[src/rtl/rename_map.sv]
module rename_map #(
  parameter int LOG_REGS  = 32,
  parameter int PHYS_REGS = 64
) (
  input  logic                         clk,
  input  logic                         rst_n,
  input  logic                         ren_valid,
  input  logic [$clog2(LOG_REGS)-1:0]  ren_src1,
  input  logic [$clog2(LOG_REGS)-1:0]  ren_src2,
  input  logic [$clog2(LOG_REGS)-1:0]  ren_dst,
  input  logic                         cmp_valid,
  input  logic [$clog2(PHYS_REGS)-1:0] cmp_tag,
  input  logic                         rel_valid,
  input  logic [$clog2(PHYS_REGS)-1:0] rel_tag,
  output logic                         ren_stall,
  output logic [$clog2(PHYS_REGS)-1:0] src1_tag,
  output logic                         src1_rdy,
  output logic [$clog2(PHYS_REGS)-1:0] src2_tag,
  output logic                         src2_rdy,
  output logic [$clog2(PHYS_REGS)-1:0] dst_tag,
  output logic [$clog2(PHYS_REGS)-1:0] prev_tag
);
  localparam int PW       = $clog2(PHYS_REGS);
  localparam int FL_DEPTH = PHYS_REGS - LOG_REGS;
  localparam int FW       = (FL_DEPTH > 1) ? $clog2(FL_DEPTH) : 1;
  localparam int CW       = $clog2(FL_DEPTH + 1);

  logic [PW-1:0]        map_q [LOG_REGS];
  logic [PW-1:0]        fl_q  [FL_DEPTH];
  logic [PHYS_REGS-1:0] rdy_q;
  logic [FW-1:0]        fl_head, fl_tail;
  logic [CW-1:0]        fl_count;

  wire fire = ren_valid && !ren_stall;

  assign ren_stall = (fl_count == '0);
  assign src1_tag  = map_q[ren_src1];
  assign src2_tag  = map_q[ren_src2];
  assign prev_tag  = map_q[ren_dst];
  assign dst_tag   = fl_q[fl_head];
  assign src1_rdy  = rdy_q[src1_tag] | (cmp_valid && cmp_tag == src1_tag);
  assign src2_rdy  = rdy_q[src2_tag] | (cmp_valid && cmp_tag == src2_tag);

  function automatic logic [FW-1:0] wrap_inc(input logic [FW-1:0] p);
    return (p == FW'(FL_DEPTH - 1)) ? '0 : p + 1'b1;
  endfunction

  always_ff @(posedge clk) begin
    if (!rst_n) begin
      for (int i = 0; i < LOG_REGS; i++) map_q[i] <= PW'(i);
      for (int i = 0; i < FL_DEPTH; i++) fl_q[i] <= PW'(LOG_REGS + i);
      rdy_q    <= '1;
      fl_head  <= '0;
      fl_tail  <= '0;
      fl_count <= CW'(FL_DEPTH);
    end else begin
      if (cmp_valid) rdy_q[cmp_tag] <= 1'b1;
      if (fire) begin
        map_q[ren_dst] <= dst_tag;
        rdy_q[dst_tag] <= 1'b0;
        fl_head        <= wrap_inc(fl_head);
      end
      if (rel_valid) begin
        fl_q[fl_tail] <= rel_tag;
        fl_tail       <= wrap_inc(fl_tail);
      end
      if (fire && !rel_valid)      fl_count <= fl_count - 1'b1;
      else if (!fire && rel_valid) fl_count <= fl_count + 1'b1;
    end
  end

  a_r2_map_written: assert property (@(posedge clk) disable iff (!rst_n)
    fire |=> map_q[$past(ren_dst)] == $past(dst_tag));

  a_r2_head_moves: assert property (@(posedge clk) disable iff (!rst_n)
    fire |=> fl_head != $past(fl_head) || FL_DEPTH == 1);

  a_r3_alloc_cleared: assert property (@(posedge clk) disable iff (!rst_n)
    (fire && !(cmp_valid && cmp_tag == dst_tag)) |=> !rdy_q[$past(dst_tag)]);

  a_r4_stall_frozen: assert property (@(posedge clk) disable iff (!rst_n)
    ren_stall |=> $stable(fl_head));

  a_r5_complete_sets: assert property (@(posedge clk) disable iff (!rst_n)
    (cmp_valid && !(fire && dst_tag == cmp_tag)) |=> rdy_q[$past(cmp_tag)]);

  a_r6_count_bound: assert property (@(posedge clk) disable iff (!rst_n)
    fl_count <= CW'(FL_DEPTH));
endmodule

[config.mk]
export PLATFORM = sky130hd
export DESIGN_NAME = rename_map
export DESIGN_NICKNAME = d
export VERILOG_FILES = /design/src/rtl/rename_map.sv
export SDC_FILE = /design/constraint.sdc
export NUM_CORES = 1
export LEC_CHECK = 0
export ABC_AREA = 0
export BUFFER_PORTS_ARGS = -buffer_cell sky130_fd_sc_hd__buf_2
export CAP_MARGIN = 25
export CORE_MARGIN = 2
export CORE_UTILIZATION = 30
export CTS_BUF_LIST = sky130_fd_sc_hd__clkbuf_4 sky130_fd_sc_hd__clkbuf_8
export CTS_CLUSTER_SIZE = 40
export DETAILED_ROUTE_END_ITERATION = 10
export PLACE_DENSITY_LB_ADDON = 0.2
export SLEW_MARGIN = 5
export SYNTH_ARGS = -nofsm -noshare
export SYNTH_HDL_FRONTEND = slang
export SYNTH_SLANG_ARGS = --single-unit
[constraint.sdc]
create_clock -name clk -period 8.4 [get_ports clk]
set_clock_uncertainty 0.2 [all_clocks]
set_input_delay 1.26 -clock clk [delete_from_list [all_inputs] [get_ports clk]]
set_output_delay 1.26 -clock clk [all_outputs]
set_load 0.02 [all_outputs]
==> flow_metrics.env <==
export IMPL_clock_latency_ns=0.68
export IMPL_synth_cells=2032
export IMPL_maxCapViolations=0
export IMPL_drt_wirelength_per_cell_um=25.81
export IMPL_yosysSeqAreaShare_pct=51.99
export IMPL_hold_depth=2
export IMPL_synth_xor_area_share_pct=0.4818
export IMPL_fin_util_pct=34.07
export IMPL_holdBufCountCts=0
export IMPL_grt_pass1_vias=18310
export IMPL_worstSetupPathType="in2out"
export IMPL_layout_common_cells="edfxtp_1, nor2_1, nand2_1"
export IMPL_fin_cells=3244
export IMPL_synthAdderAreaFrac_pct=0.4916
export IMPL_synth_top_family_by_area="multiplexers"
export IMPL_maxSlewHeadroom_pct=20.21
export IMPL_synthSimpleGateAreaFrac_pct=14.28
export IMPL_clkSinkCount=469
export IMPL_die_area_um2=87180
export IMPL_synth_distinct_cells=62
export IMPL_first_iter_violations=1977
export IMPL_synth_compound_area_share_pct=5.467
export IMPL_cts_root_buf="clkbuf_8"
export IMPL_drive_gt1_share_pct=23.65
export IMPL_wl_mm=83.74
export IMPL_final_min_clock_period_ns=7.049
export IMPL_numCtsBuffers=83
export IMPL_synth_area_per_cell_um2=12.53
export IMPL_io_pin_count=59
export IMPL_n_fill_cell=8360
export IMPL_die_w_um=295.3
export IMPL_worstHoldStart="fl_head[4]$_SDFFE_PN0N_"
export IMPL_globalplace_congestion=0.9287
export IMPL_r2r_cells=8
export IMPL_rsz0062_at_grt="false"
export IMPL_slew_violations=0
export IMPL_clock_path_buffers=3
export IMPL_fmax_mhz=141.9
export IMPL_worstPathArrival_ns=5.59
export IMPL_synth_async_reset_ratio_pct=0
export IMPL_dpl_hpwl_mm=57.44
export IMPL_htreeDepth=3
export IMPL_dr_total_vias=18050
export IMPL_timing_rr_end="rdy_q[60]$_SDFF_PN1_"
export IMPL_first_pass_iters=5
export IMPL_crit_path_end_kind="output pin"
export IMPL_syn_to_final_growth_pct=12.21
export IMPL_diodes=0
export IMPL_std_cell_rows=106
export IMPL_viasPerCell=5.563
export IMPL_drtAntennaViolNets=0
export IMPL_grt_overflow_total=0
export IMPL_cts_setup_buffers=0
export IMPL_muxShareOfSynthArea_pct=23.62
export IMPL_fp_dieH_um=295.3
export IMPL_fin_nets=2089
export IMPL_status="finished clean"
export IMPL_cts_clk_slew_worst_paths_ns=0.05
export IMPL_ctsResizeCount=0
export IMPL_core_area_um2=83820
export IMPL_power_density_nw_per_um2=195.8
export IMPL_period_share_pct=83.92
export IMPL_crit_path_max_fanout=39
export IMPL_reg2reg_slack_ns=3.55
export IMPL_worstMarginPinSlew_ns=1.192
export IMPL_synth_net_count=2074
export IMPL_hold_viol_final=0
export IMPL_synth_cell_area_um2=25450
export IMPL_layout_commonest_cell="edfxtp_1"
export IMPL_setup_tns_ns=0
export IMPL_antenna_found_initial=1
export IMPL_seq_area_um2=13240
export IMPL_p_leak_nw=8.773
export IMPL_initial_core_util_pct=30.36
export IMPL_setup_viol=0
export IMPL_cp_start_kind="primary input"
export IMPL_worstPathRequired_ns=6.94
export IMPL_port_buffer_count=58
export IMPL_ys_ff_latch=469
export IMPL_vdd_drop_max_uv=119.4
export IMPL_synthFlopType="edfxtp_1"
export IMPL_synth_edf_count=384
export IMPL_grt_pass1_wl_mm=123.6
export IMPL_grt_usage_pct=19.25
export IMPL_drc=0
export IMPL_yosys_warnings=0
export IMPL_min_path_type="reg2reg"
export IMPL_dp_cells=3091
export IMPL_cts_tree="built"
export IMPL_multi_input_area_um2=11400
export IMPL_grt_max_degree=80
## cells by family after synthesis
family	Yosys count
compound gates	221
xor+xnor	14
fa+ha+maj	10
buf+inv	209
flops	469
mux	321
simple gates	788
## worst max path at each step
stage               end         from  slack, ns
2_1_floorplan  src1_rdy  ren_src1[1]       2.85
3_3_place_gp   src2_rdy  ren_src2[1]       1.45
3_5_place_dp   src1_rdy  ren_src1[0]       1.43
4_1_cts        src1_rdy  ren_src1[0]       1.41
5_1_grt        src1_rdy  ren_src1[0]       1.21
6_report       src1_rdy  ren_src1[0]       1.35
## cell type report
type,instances,area share [%]
Multi-Input combinational cell,1354,39.90
Inverter,34,0.4469
Sequential cell,469,46.35
Timing Repair Buffer,105,2.348
Tap cell,1134,4.968
Clock inverter,32,1.003
Clock buffer,116,4.977
## synthesized netlist by cell type, drive strengths merged (16+ instances only)
master  count  area (um2)
a211oi     35       262.8
a21oi      87       435.4
a22oi      38       285.3
and2       32       200.2
and3       16       100.1
buf        47       326.6
clkbuf    128       480.5
dfxtp      85        1702
edfxtp    384       11530
inv        31       116.4
mux2i      97        1027
mux4      217        4906
nand2     227       852.1
nand3      57       285.3
nor2      253       952.2
nor3       74       380.4
o21ai      34       170.2
or3        70       437.9
## per-layer routing
metal | global-route usage, % | share of wire [%]
met2 | 31.40 | 48
met4 | 7.837 | 4.0
met5 | 0 | 0.018
met3 | 3.631 | 7.3
met1 | 25.21 | 41
## through the flow
stage	setup WS, ns	hold slack [ns]	area (um2)	power, mW
6_report	1.351	0.2893	28560	5.593
5_1_grt	1.210	0.3304	28560	5.793
4_1_cts	1.412	0.2974	28530	5.644
3_5_place_dp	1.430	0.2870	26820	3.405
3_3_place_gp	1.452	0.2866	26750	3.398
2_1_floorplan	2.853	0.2547	25450	3.130
## sequential cells by signal (all words and copies together) (netlist names), named ones only
signal,count
fl_count,6
rdy_q,64
fl_q,192
fl_head,5
map_q,192
fl_tail,5
## where the power goes
| group | internal, mW | total [mW] | switching (mW) |
|---|---|---|---|
| Sequential | 2.56 | 2.61 | 0.0455 |
| Combinational | 0.254 | 0.752 | 0.498 |
| Clock | 1.25 | 2.24 | 0.989 |
| Total | 4.06 | 5.59 | 1.53 |
## critical path, stage by stage
cell     delay, ns
buf_4         0.58
buf_4         0.36
mux4_2        0.55
mux4_2        0.48
mux2i_2       0.51
inv_2         0.11
nor2_1        0.69
a22oi_1       0.17
nand3_1       0.16
nand4_1       0.17
nor3_1        0.24
a21oi_1       0.06
buf_2         0.16
Note: power is estimated with default switching activity, not from simulation.
